`config.mk`:
```
export PLATFORM = sky130hd
export DESIGN_NAME = cfg_regbuf
export DESIGN_NICKNAME = d
export VERILOG_FILES = /design/src/rtl/regbuf_pkg.sv /design/src/rtl/regbuf_capture.sv /design/src/rtl/regbuf_parity.sv /design/src/rtl/regbuf_errhold.sv /design/src/rtl/cfg_regbuf.sv
export SDC_FILE = /design/constraint.sdc
export NUM_CORES = 1
export LEC_CHECK = 0
export BUFFER_PORTS_ARGS = -buffer_cell sky130_fd_sc_hd__buf_2
export CELL_PAD_IN_SITES_DETAIL_PLACEMENT = 1
export CELL_PAD_IN_SITES_GLOBAL_PLACEMENT = 1
export CORE_MARGIN = 8
export CORE_UTILIZATION = 30
export CTS_CLUSTER_SIZE = 8
export DETAILED_ROUTE_END_ITERATION = 10
export PLACE_DENSITY = 0.63
export SLEW_MARGIN = 15
export SYNTH_ARGS = -nofsm -noshare
export SYNTH_HDL_FRONTEND = slang
export SYNTH_SLANG_ARGS = --single-unit
```
`constraint.sdc`:
```
create_clock -name clk -period 1.9 [get_ports clk]
set_input_delay 0.095 -clock clk [delete_from_list [all_inputs] [get_ports clk]]
set_output_delay 0.095 -clock clk [all_outputs]
set_load 0.05 [all_outputs]
```
`src/rtl/regbuf_pkg.sv`:
```
package regbuf_pkg;

  typedef enum logic {
    LAYOUT_WIDE = 1'b0,
    LAYOUT_DUAL = 1'b1
  } layout_e;

  typedef enum logic {
    ROLE_FIRST  = 1'b0,
    ROLE_SECOND = 1'b1
  } role_e;

  function automatic int unsigned max_u(input int unsigned a, input int unsigned b);
    return (a > b) ? a : b;
  endfunction

endpackage

```
`src/rtl/regbuf_capture.sv`:
```
module regbuf_capture
  import regbuf_pkg::*;
#(
  parameter int IN_W   = 25,
  parameter int DUAL_W = 14,
  parameter int CS_W   = 2,
  parameter int OUT_W  = 28
) (
  input  logic              clk,
  input  logic              rst,
  input  layout_e           layout,
  input  logic [CS_W-1:0]   cs_n,
  input  logic [IN_W-1:0]   d,
  output logic [OUT_W-1:0]  q,
  output logic [IN_W-1:0]   d_hold
);

  logic [OUT_W-1:0] fan;

  // Per-output source selection; structure depends on the layout widths.
  for (genvar i = 0; i < OUT_W; i++) begin : g_bit
    logic wide_b;
    logic dual_b;
    if (i < IN_W) begin : g_wide
      assign wide_b = d[i];
    end else begin : g_wide_pad
      assign wide_b = 1'b0;
    end
    if (i < 2 * DUAL_W) begin : g_dual
      assign dual_b = d[i % DUAL_W];
    end else begin : g_dual_pad
      assign dual_b = 1'b0;
    end
    assign fan[i] = (layout == LAYOUT_DUAL) ? dual_b : wide_b;
  end

  always_ff @(posedge clk) begin
    if (rst) begin
      q      <= '0;
      d_hold <= '0;
    end else begin
      d_hold <= d;
      if (!(&cs_n)) q <= fan;
    end
  end

endmodule

```
`src/rtl/regbuf_parity.sv`:
```
module regbuf_parity
  import regbuf_pkg::*;
#(
  parameter int              IN_W      = 25,
  parameter logic [IN_W-1:0] MASK_WIDE = '1,
  parameter logic [IN_W-1:0] MASK_DUAL = '1
) (
  input  logic            clk,
  input  logic            rst,
  input  layout_e         layout,
  input  role_e           role,
  input  logic [IN_W-1:0] d_hold,
  input  logic            par_in,
  input  logic            ppar_in,
  output logic            ppar_out,
  output logic            mismatch
);

  logic [IN_W-1:0] sel_mask;
  logic            own_par;
  logic            sum_r;
  logic            word_vld_r;
  logic            pair_vld_r;

  assign sel_mask = (layout == LAYOUT_DUAL) ? MASK_DUAL : MASK_WIDE;
  assign own_par  = ^(d_hold & sel_mask);

  // Stage 1 (edge k+1): word captured at edge k meets its parity bit.
  // Stage 2 (edge k+2): combined with the neighbour's partial parity.
  always_ff @(posedge clk) begin
    if (rst) begin
      sum_r      <= 1'b0;
      word_vld_r <= 1'b0;
      pair_vld_r <= 1'b0;
    end else begin
      sum_r      <= own_par ^ par_in;
      word_vld_r <= 1'b1;
      pair_vld_r <= word_vld_r;
    end
  end

  assign ppar_out = sum_r;
  assign mismatch = pair_vld_r & (role == ROLE_SECOND) & (sum_r ^ ppar_in);

endmodule

```
`src/rtl/regbuf_errhold.sv`:
```
module regbuf_errhold #(
  parameter int HOLD = 2,
  localparam int CNT_W = $clog2(HOLD + 1)
) (
  input  logic clk,
  input  logic rst,
  input  logic mismatch,
  output logic err_n,
  output logic err_oe
);

  logic [CNT_W-1:0] cnt_r;

  always_ff @(posedge clk) begin
    if (rst)              cnt_r <= '0;
    else if (mismatch)    cnt_r <= CNT_W'(HOLD);
    else if (cnt_r != '0) cnt_r <= cnt_r - 1'b1;
  end

  assign err_oe = (cnt_r != '0);
  assign err_n  = ~err_oe;

endmodule

```
`src/rtl/cfg_regbuf.sv`:
```
module cfg_regbuf
  import regbuf_pkg::*;
#(
  parameter int              IN_W      = 25,
  parameter int              DUAL_W    = 14,
  parameter int              CS_W      = 2,
  parameter int              ERR_HOLD  = 2,
  parameter logic [IN_W-1:0] MASK_WIDE = 25'h03F_FFFF,
  parameter logic [IN_W-1:0] MASK_DUAL = 25'h000_0FFF,
  localparam int             OUT_W     = max_u(IN_W, 2 * DUAL_W)
) (
  input  logic             clk,
  input  logic             rst,
  input  logic             cfg_layout,
  input  logic             cfg_role,
  input  logic [CS_W-1:0]  cs_n,
  input  logic [IN_W-1:0]  d,
  input  logic             par_in,
  input  logic             ppar_in,
  output logic [OUT_W-1:0] q,
  output logic             ppar_out,
  output logic             err_n,
  output logic             err_oe
);

  layout_e         layout;
  role_e           role;
  logic [IN_W-1:0] d_hold;
  logic            mismatch;

  assign layout = layout_e'(cfg_layout);
  assign role   = role_e'(cfg_role);

  regbuf_capture #(
    .IN_W(IN_W), .DUAL_W(DUAL_W), .CS_W(CS_W), .OUT_W(OUT_W)
  ) u_capture (
    .clk(clk), .rst(rst), .layout(layout), .cs_n(cs_n),
    .d(d), .q(q), .d_hold(d_hold)
  );

  regbuf_parity #(
    .IN_W(IN_W), .MASK_WIDE(MASK_WIDE), .MASK_DUAL(MASK_DUAL)
  ) u_parity (
    .clk(clk), .rst(rst), .layout(layout), .role(role),
    .d_hold(d_hold), .par_in(par_in), .ppar_in(ppar_in),
    .ppar_out(ppar_out), .mismatch(mismatch)
  );

  regbuf_errhold #(
    .HOLD(ERR_HOLD)
  ) u_errhold (
    .clk(clk), .rst(rst), .mismatch(mismatch),
    .err_n(err_n), .err_oe(err_oe)
  );

endmodule

```
==> results by stage, run 1 <==
Worst setup path:
- STA classifies the critical path endpoint as a flip-flop.
- The worst setup path is launched from a flip-flop.
- The required time of the worst setup path is 2.08 ns.
- The data arrival time at the worst-slack endpoint is 1.85 ns.
- The peak fanout along the critical path is 2.
- By startpoint and endpoint, the worst setup path is classified as reg -> reg.

Logic synthesis:
- The post-synthesis adder-cell area fraction is 0%.
- Ranked by total cell area, the synthesized netlist is headed by dfxtp_1 (53%), nor2b_1 (6.9%), nand2_1 (6.0%), mux2i_1 (5.3%), a21oi_1 (4.3%).
- The count of mapped cells out of synthesis is 210.
- The area share of the largest cell type after synthesis is 53.1%.
- The count of state elements after synthesis is 55.
- The combinational family with the most area after synthesis is simple AND/OR/NAND/NOR gates.
- The total standard cell area after synthesis is 2070 um2.
- The largest total area in the synthesized netlist belongs to dfxtp_1.
- The sequential-to-total area share from yosys stat is 53.1%.
- The area fraction in compound gates after synthesis is 10.3%.
- The synthesized netlist contains 26 unique library cells.
- For this run, the number of Yosys warnings is 0.
- The share of cell area taken by muxes after synthesis is 5.31%.
- The net count of the mapped netlist is 243.
- The xor-xnor portion of the synthesized cell area is 10.1%.
- The synthesized area per cell is 9.87 um2.
- After Yosys synthesis, and, or, nand and nor cells account for 18.0% of the synthesized area.

Die:
- The die height is 99.1 um.
- The die area is 9830 um2.
- The initial cell density of the core is 30.7%.
- The number of top-level pins is 64.
- Measured along the x axis, the die boundary spans 99.1 um.
- The row count is 30.
- After floorplanning, the core was sized to cover 6760 um2.

Place:
- The global placement routability congestion is 0.707.
- Detailed placement ended at an HPWL of 3.74 mm.
- The port buffer count is 63.
- In this run the cell area measured after placement is 2460 um2.
- In this run, placement finished with an instance count of 341.
- The setup slack after placement is 0.230 ns.

Final layout:
- Fill cells in the final layout number 812.
- Measured on the finished design, the core utilization comes to 38.1%.
- The cell area after layout is 2570 um2.
- The total area of multi-input combinational cells is 907 um2.
- In the final layout, the share of cells above drive strength 1 is 28.6%.
- In the final layout, flip-flops and latches occupy 1100 um2.
- The final non-filler cell total is 349.
- The number of nets in the layout is 302.
- The repair_antennas step left the layout with diodes totalling 0.
- Compared with the post-synthesis result, the final layout area differs by 24.2%.

Clocking:
- The clock tree root buffer cell is clkbuf_8.
- The worst-skew pair later-pin latency is 0.30 ns.
- The level count of the clock H-tree is 2.
- The clock transition at the registers of the reported paths is 0.09 ns.
- The number of buffers created by CTS is 5.
- TritonCTS built the clock tree.
- In this run the deepest clock path goes through 2 buffers.
- The clock net sink count is 55.
- The total setup buffers inserted after CTS is 0.

Detailed routing:
- The detailed router placed 1587 vias in this run.
- For this block, the initial DRC count from the detailed router was 37.
- The overall routed net length is 5.19 mm.
- The total iterations of the first detailed-routing run is 5.
- Dividing the detail-routed via count by the number of cells gives 4.55.
- The number of nets with antenna violations after detailed routing is 0.
- The post-detailed-route wirelength per cell is 14.9 um.
- In the routed design, unresolved DRC markers number 0.

Power:
- The post-route total power is 2.54 mW.
- IR analysis of the VDD net gives a maximum drop of 421 uV.
- The total power per unit cell area is 985 nW/um2.
- The static leakage is 1.19 nW.

STA:
- Derived from the worst setup path, the maximum achievable clock frequency is 599 MHz.
- The relative max-transition margin is 58.3%.
- The hold slack is 0.0260 ns.
- The clock period minus worst slack is 1.67 ns.
- Setup violations remaining at the end of the flow were counted as 0.
- The actual transition at the worst max-transition pin is 0.626 ns.
- The worst path setup slack after routing is 0.230 ns.
- The final count of pins violating max slew was 0.
- The share of the clock period used by the worst path after layout is 87.9%.
- For the final routed database, the setup TNS stands at 0 ns.
- The hold violation total from the final report is 0.
- Setup repair after global routing left no endpoint under its margin.
- The post-route clock skew is 0.00585 ns.

Global routing:
- The first-pass GRT wire length is 8.74 mm.
- For this run, the total global-route usage over all layers was measured as 11.1%.
- The number of global-route vias before repair is 1738.
- The initial antenna violation count was 0.
- Entering global routing, the biggest net connects 56 pins.
- For this run the aggregate overflow at the end of global routing stands at 0.

Flow run:
- The total of max-cap violations is 0.

Hold path:
- In this run the worst hold path is classified as in -> reg.

Status:
- The flow ran to the end, and the final reports show no timing, DRC or antenna violations.
==> layout make-up <==
| class | count | area share, % |
|---|---|---|
| sequential | 55 | 42.8 |
| multi-input combinational | 138 | 35.2 |
| timing repair buffer | 66 | 13.7 |
| tap | 80 | 3.89 |
| clock buffer | 6 | 2.82 |
| clock inverter | 1 | 1.17 |
| inverter | 3 | 0.437 |
==> layout by cell type, fill, tap and decap left out, drive strengths merged, types with 3 or more instances in the layout <==
cell,Yosys,routed
nand2,33,33
nor2,13,13
buf,4,65
mux2i,11,11
nor2b,23,23
clkbuf,10,6
a21oi,18,18
a211oi,12,12
xnor2,11,11
dfxtp,55,55
nand3,3,3
inv,3,3
xnor3,4,4
==> final timing paths <==
check	cells after the start	endpoint	from	slack, ns
worst max-delay path	5	u_parity.ppar_out	u_capture.d_hold[11]	0.23
worst min-delay path	2	u_capture.d_hold[20]	d[20]	0.03
worst max register to register	5	u_parity.ppar_out	u_capture.d_hold[11]	0.23
worst min register to register	1	u_parity.pair_vld_r	u_parity.word_vld_r	0.44
==> worst max-delay path, cell delays in order (launching register included) <==
cell,delay [ns]
dfxtp_1,0.32
xnor3_1,0.39
xnor3_1,0.20
or3_4,0.34
a211oi_2,0.24
nor3b_2,0.07
==> cells by family after synthesis <==
group,count (synthesis)
flip-flops,55
multiplexers,11
XOR/XNOR,16
AO/OA/AOI/OAI,34
buffers and inverters,17
AND/OR/NAND/NOR,77
==> where the power goes <==
part	switching [mW]	total, mW	leakage (nW)	internal (mW)
clock	0.346	0.733	0.0513	0.387
sequential	0.0374	1.27	0.457	1.23
combinational	0.342	0.537	0.677	0.195
total	0.726	2.54	1.19	1.81
==> routing by layer <==
metal	part of all wire, %	vias up	GRT usage (%)
met5	0	-	0
li1	-	803	-
met3	3.7	5	2.93
met4	2.0	0	5.24
met2	49	28	18.5
met1	46	751	13.2
==> cell usage after synthesis (all sizes together) <==
cell type / n
nor3b: 1
and2: 1
clkbuf: 10
a32oi: 1
xor2: 1
or2: 1
and3: 1
o211ai: 1
a211oi: 12
mux2i: 11
a31oi: 1
or3: 1
dfxtp: 55
xnor2: 11
xnor3: 4
nor2b: 23
nor2: 13
inv: 3
nand3: 3
o21ai: 1
buf: 4
nand2: 33
a21oi: 18
==> registers in the layout, summed over array words and instances, names as in the netlist <==
name	flops
u_capture.d_hold	22
u_parity.word_vld_r	1
u_errhold.cnt_r	2
u_parity.pair_vld_r	1
u_parity.ppar_out	1
u_capture.q	28
==> what timing repair did <==
item / in CTS / in global routing
endpoints found under the hold margin: 1 / 0
resized for setup: 0 / 0
hold buffers: 1 / 0
(Power assumes the default switching activity.)
==> run 2: changes to the inputs <==
--- a/config.mk
+++ b/config.mk
@@ -8,7 +8,6 @@
 export BUFFER_PORTS_ARGS = -buffer_cell sky130_fd_sc_hd__buf_2
 export CELL_PAD_IN_SITES_DETAIL_PLACEMENT = 1
 export CELL_PAD_IN_SITES_GLOBAL_PLACEMENT = 1
-export CORE_MARGIN = 8
 export CORE_UTILIZATION = 30
 export CTS_CLUSTER_SIZE = 8
 export DETAILED_ROUTE_END_ITERATION = 10
==> run 2 against run 1 <==
  * Clock power is 6.8% lower
  * Sequential power about the same
  * Via count increased by 1.3%
  * Fmax decreased by 2.8%
  * Worst setup slack got worse by 0.049 ns
  * Power shrank 1.8%
  * Largest cell class unchanged
  * Non-clock buffer count is 1 higher
  * Highest routed layer unchanged
  * First-iteration DRC count down 43%
  * Global-route usage rose by 3.7 points
==> results by stage, run 2 (same netlist as run 1, synthesis figures left out) <==
Worst setup path:
- Counting cells, the worst reg-to-reg path comes to 5.
- The endpoint type of the worst setup path is a flip-flop.
- The required time of the worst setup path is 2.07 ns.
- For this run, the slowest stage of the critical path takes 0.42 ns.
- On the critical path, the stage with the largest delay is an instance of xnor3_1.
- Walking the worst path, the cells encountered are xnor2_2, xnor3_1, or3_4, a211oi_2, nor3b_2.
- The data arrival time at the worst-slack endpoint is 1.89 ns.
- The peak fanout along the critical path is 2.
- The critical path startpoint category is a flip-flop.
- The worst setup path category is reg -> reg.

Clocking:
- TritonCTS built the clock tree.
- The clock net sink count is 55.
- The clock tree root buffer cell is clkbuf_8.
- The level count of the clock H-tree is 2.
- After clock tree synthesis, the clock-pin slew on the worst setup and hold paths is 0.09 ns.
- The worst-skew pair later-pin latency is 0.29 ns.
- The clock passes through at most 2 buffers.
- The post-cts repair resize count is 0.
- Buffers inserted during clock tree synthesis total 5.

Power:
- Combinational logic burns 21.7% of the power.
- Summed over all nets, the switching power comes to 0.735 mW.
- In this run, flip-flops and latches consume 50.9% of the power.
- The static leakage is 1.19 nW.
- The portion of total power attributed to the clock network is 27.4%.
- Net switching is 29.5% of the power.
- The cell internal power dissipation is 1.75 mW.
- Power spread over the standard cell area amounts to 971 nW/um2.
- The worst supply voltage drop on vdd is 292 uV.

Detailed routing:
- The final route contains 1608 vias.
- The overall routed net length is 5.04 mm.
- The total routed wire length on the met1 layer is 2.33 mm.
- After detailed routing, the number of remaining DRC violations is 0.
- The number of DRC violations after detailed-routing iteration 0 is 21.
- After detailed routing, the number of vias per cell comes to 4.62.
- The met3 wire length is 211 um.
- The post-detailed-route wirelength per cell is 14.5 um.
- The number of nets with antenna violations after detailed routing is 0.
- The top layer used by detailed routing is met4.
- The routed design uses 2.46 mm of met2 wire.
- The total iterations of the first detailed-routing run is 3.

Global routing:
- The overall overflow remaining after global route is 0.
- The initial antenna violation count is 0.
- Entering global routing, the biggest net connects 40 pins.
- The number of global-route vias before repair came to 1680.
- For this run, the total global-route usage over all layers was measured as 14.8%.
- The first global-routing pass estimated 8.27 mm of wire.

STA:
- The hold violation total from the final report is 0.
- Clock skew on the completed layout was measured at 0.00533 ns.
- The final count of pins violating max slew is 0.
- Dividing the final minimum period by the clock period gives 90.4%.
- The highest attainable clock frequency is 582 MHz.
- The setup TNS after final layout is 0 ns.
- For the pin with the worst max-slew slack, the measured transition is 0.621 ns.
- The final setup violation count is 0.
- Setup repair after global routing left no endpoint under its margin.
- In this run the tightest slew margin relative to its limit is 58.6%.
- The clock period minus worst slack is 1.72 ns.

Die:
- For this design the top-level I/O count stands at 64.
- Measured along the x axis, the die boundary spans 85.1 um.
- The initial cell density of the core is 31.9%.
- The die height is 85.1 um.
- After floorplanning, the core was sized to cover 6490 um2.
- The row count is 29.
- The die area is 7250 um2.

Final layout:
- The post-route core utilization is 39.5%.
- Of the cells placed in the final design, the portion with a size suffix greater than 1 is 29.2%.
- The library cell used most frequently in the layout, excluding fill and tap cells, is buf_2.
- From synthesis to final layout, the design area changed by 23.7%.
- The largest registers in the layout are u_capture.q x28, u_capture.d_hold x22, u_errhold.cnt_r x2.
- In the layout the commonest cells are buf_2 (63), dfxtp_1 (55), nand2_1 (33).
- The number of nets in the layout is 303.
- The number of flip-flops under the largest register name is 28.
- Counting flops per register, the top entry is u_capture.q.
- The number of diodes is 0.

Hold path:
- The worst hold path belongs to the class in -> reg.
- The number of cells on the worst hold path is 2.

Place:
- The global placement routability congestion is 0.726.
- The port buffer count is 63.
- The HPWL after detailed placement is 3.73 mm.

Status:
- The flow ran to the end, and the final reports show no timing, DRC or antenna violations.

Flow run:
- The total of max-cap violations is 0.
## run 2: metal layers
layer  up-vias  GRT usage, %
met3         2          4.38
met4         0          4.62
met1       768          18.6
met5         -             0
li1        806             -
met2        32          24.5
## run 2: power by group through the flow
stage | Sequential, mW | Combinational (mW) | Clock [mW]
after floorplan | 1.45 | 0.236 | 0
after global placement | 1.29 | 0.532 | 0
after detailed placement | 1.29 | 0.543 | 0
after CTS | 1.27 | 0.547 | 0.719
after global routing | 1.28 | 0.581 | 0.785
final | 1.27 | 0.540 | 0.683
## run 2: worst max-delay path: cells and delay by family (launching register included)
family	cells	cell delay [ns]
XOR/XNOR	2	0.58
AND/OR/NAND/NOR	2	0.42
flip-flops	1	0.34
AO/OA/AOI/OAI	1	0.27
## run 2: final timing paths
| kind | startpoint | endpoint | slack, ns |
|---|---|---|---|
| setup / recovery | u_capture.d_hold[9] | u_parity.ppar_out | 0.18 |
| hold / removal | d[17] | u_capture.d_hold[17] | 0.03 |
| setup reg to reg | u_capture.d_hold[9] | u_parity.ppar_out | 0.18 |
| hold reg to reg | u_capture.q[11] | u_capture.q[11] | 0.46 |
## run 2: layout make-up
class,count,area (um2)
Sequential cell,55,1100
Clock buffer,8,100
Tap cell,77,96.3
Timing Repair Buffer,67,348
Fill cell,773,3930
Multi-Input combinational cell,138,907
Inverter,3,11.3
## run 2: repair_timing
item,4_1_cts,5_1_grt
endpoints found under the hold margin,1,0
hold buffers,1,0
setup buffers,0,0
## run 2: through the flow
| stage | cells | setup WS [ns] | hold WS [ns] | area (um2) | power [mW] |
|---|---|---|---|---|---|
| finish | 348 | 0.182 | 0.0309 | 2560 | 2.49 |
| global route | 348 | 0.105 | 0.0231 | 2560 | 2.64 |
| CTS | 348 | 0.174 | 0.0197 | 2560 | 2.53 |
| detailed placement | 339 | 0.192 | 0.306 | 2450 | 1.84 |
| global placement | 339 | 0.261 | 0.308 | 2450 | 1.82 |
| floorplan | 210 | 0.298 | 0.193 | 2070 | 1.69 |
==> run 3: changes to the inputs <==
--- a/config.mk
+++ b/config.mk
@@ -5,13 +5,11 @@
 export SDC_FILE = /design/constraint.sdc
 export NUM_CORES = 1
 export LEC_CHECK = 0
-export BUFFER_PORTS_ARGS = -buffer_cell sky130_fd_sc_hd__buf_2
-export CELL_PAD_IN_SITES_DETAIL_PLACEMENT = 1
-export CELL_PAD_IN_SITES_GLOBAL_PLACEMENT = 1
 export CORE_UTILIZATION = 30
 export CTS_CLUSTER_SIZE = 8
 export DETAILED_ROUTE_END_ITERATION = 10
-export PLACE_DENSITY = 0.63
+export DONT_BUFFER_PORTS = 1
+export PLACE_DENSITY = 0.42
 export SLEW_MARGIN = 15
 export SYNTH_ARGS = -nofsm -noshare
 export SYNTH_HDL_FRONTEND = slang
==> run 3 against run 2 <==
  * Clock power increased by 32%
  * Worst setup slack improved by 0.018 ns
  * Critical endpoint unchanged
  * Design area increased by 0.78%
  * Highest routed layer unchanged
  * Power increased by 7.4%
  * Final cell count decreased by 9.5%
==> results by stage, run 3 (same netlist as run 1, synthesis figures left out) <==
Clocking:
- The post-cts repair resize count is 0.
- CTS saw 55 sinks.
- The total setup buffers inserted after CTS is 0.
- The root buffer cell chosen for the clock tree is clkbuf_8.
- In this run, CTS created clock tree buffers numbering 5.
- Hold repair after CTS inserted 28 buffers.
- The clock transition at the registers of the reported paths is 0.09 ns.
- The maximum buffer depth of the clock tree is 2.
- For the worst-skew pair, the clock arrives at the later sink with an insertion delay of 0.31 ns.
- The clock tree from TritonCTS is yes.
- The level count of the clock H-tree is 2.

STA:
- Setup repair after global routing left no endpoint under its margin.
- Setup violations remaining at the end of the flow were counted as 0.
- The clock period minus worst slack is 1.70 ns.
- Adding up every negative setup slack in the final design gives 0 ns.
- The relative max-transition margin is 59.8%.
- For the final database, setup skew stands at 0.0121 ns.
- Static timing analysis puts the maximum clock frequency at 588 MHz.
- For the pin with the worst max-slew slack, the measured transition is 0.603 ns.
- The hold violation total from the final report is 0.
- The share of the clock period used by the worst path after layout is 89.5%.
- The final count of pins violating max slew is 0.

Flow run:
- Max-cap violations in this run came to 0.

Worst setup path:
- The reg-to-reg critical path startpoint is u_capture.d_hold[11].
- The critical path startpoint category is a flip-flop.
- In this run the register-to-register setup slack is 0.20 ns.
- For the worst flop-to-flop path, the logic depth is 5.
- The worst setup path category is reg -> reg.
- The endpoint type of the worst setup path is a flip-flop.
- The launching element of the worst setup path is u_capture.d_hold[11].
- The capturing element of the worst setup path is u_parity.ppar_out.
- The required time of the worst setup path is 2.09 ns.
- The data arrival time at the worst-slack endpoint is 1.89 ns.
- In this run the critical register-to-register path is captured at u_parity.ppar_out.
- Along the worst path, the maximum fanout reaches 2.

Detailed routing:
- The post-detailed-route wirelength per cell is 15.3 um.
- The count of nets left with antenna violations once routing finished came out at 0.
- The DRC violation count after routing is 0.
- The total number of vias is 1508.
- After the first detailed-routing iteration, the DRC count stood at 52.
- The overall routed net length is 4.81 mm.
- After detailed routing, the number of vias per cell comes to 4.79.
- The total iterations of the first detailed-routing run is 4.

Place:
- The HPWL after detailed placement is 3.09 mm.
- The port buffer count is 0.
- At the end of routability-driven placement, the weighted congestion stood at 0.713.

Final layout:
- The register with the most flip-flops in the layout has 28 of them.
- The number of nets in the layout is 270.
- In the final layout, the registers with the most flip-flops are u_capture.q x28, u_capture.d_hold x22, u_errhold.cnt_r x2.
- The layout filler cell count is 630.
- The number of diodes is 0.
- Compared with the post-synthesis result, the final layout area differs by 24.6%.
- Leaving out fill and tap cells, the most frequent cell in the layout is dfxtp_1.
- Of the cells placed in the final design, the portion with a size suffix greater than 1 is 8.40%.
- The register name with the most flops is u_capture.q.
- The top cell types in the final layout, fill and taps aside, are dfxtp_1 (55), nand2_1 (33), dlygate4sd3_1 (27).

Die:
- The number of top-level pins is 64.
- The total area inside the core boundary comes to 6490 um2.
- The row count is 29.
- The die area is 7250 um2.
- The die height is 85.1 um.
- Once the floorplan was initialized, standard cells occupied 31.9% of the core.
- The die is 85.1 um wide.

Global routing:
- The first-pass GRT wire length is 7.87 mm.
- The initial antenna violation count is 0.
- For this run the aggregate overflow at the end of global routing stands at 0.
- Entering global routing, the biggest net connects 56 pins.
- The number of global-route vias before repair is 1553.
- Global routing consumed, over all layers together, 14.1% of the routing resources.

Power:
- The part of the total power dissipated in sequential elements is 51.7%.
- The combinational share of power is 14.7%.
- The internal power of the cells totals 1.95 mW.
- The static leakage is 1.06 nW.
- The worst supply voltage drop on vdd is 348 uV.
- In this run switching power makes up 27.2% of total power.
- The design draws 2.67 mW.
- The total power per unit cell area is 1040 nW/um2.
- The portion of total power attributed to the clock network is 33.6%.
- Summed over all nets, the switching power comes to 0.727 mW.

Hold path:
- The classification of the worst-slack hold path is in -> reg.

Status:
- The run finished with clean final reports.
[run 3: cell types whose count changed in the layout (fill, tap and decap cells not counted)]
cell           previous run  this run
bufinv_16                 0         2
buf_12                    0         1
buf_4                     3         6
clkbuf_8                  7         5
buf_2                    63         0
dlygate4sd3_1             1        27
[run 3: layout make-up]
| class | count | area, um2 | area share (%) |
|---|---|---|---|
| Inverter | 3 | 11.3 | 0.436 |
| Clock buffer | 6 | 72.6 | 2.81 |
| Tap cell | 77 | 96.3 | 3.73 |
| Timing Repair Buffer | 34 | 335 | 13.0 |
| Clock inverter | 2 | 60.1 | 2.32 |
| Multi-Input combinational cell | 138 | 907 | 35.1 |
| Sequential cell | 55 | 1100 | 42.6 |
[run 3: metrics by stage]
step	hold slack [ns]	util, %	std cells	setup slack, ns	instance area, um2
finish	0.0230	39.8	315	0.199	2580
global route	0.0348	39.8	315	0.0858	2580
CTS	0.0174	39.8	315	0.181	2580
detailed placement	0.164	33.3	279	0.201	2160
global placement	0.162	33.3	279	0.278	2160
floorplan	0.193	-	210	0.298	2070
[run 3: power by group through the flow]
stage,logic [mW],registers [mW],clock network [mW]
final,0.393,1.38,0.900
after global routing,0.429,1.39,0.965
after CTS,0.396,1.38,0.919
after detailed placement,0.321,1.41,0
after global placement,0.313,1.41,0
after floorplan,0.236,1.45,0
[run 3: worst max-delay path, cell delays in order (launching register included)]
cell	delay (ns)
dfxtp_1	0.32
xnor3_1	0.39
xnor3_1	0.21
or3_4	0.34
a211oi_2	0.26
nor3b_2	0.07
[run 3: worst min path at each step]
stage               startpoint                   to  depth (start not counted)
global placement           rst  u_parity.word_vld_r                          1
detailed placement         rst  u_parity.word_vld_r                          1
CTS                      d[20]      u_capture.q[20]                          2
floorplan             cfg_role   u_errhold.cnt_r[0]                          1
global route             d[20]      u_capture.q[20]                          2
finish                   d[18]      u_capture.q[18]                          2
[run 3: metal layers]
layer	up-vias	share of wire, %	GRT usage (%)
met5	-	0	0
met4	0	1.8	4.78
met3	10	6.7	5.45
met2	42	45	22.4
met1	713	46	17.7
li1	743	-	-
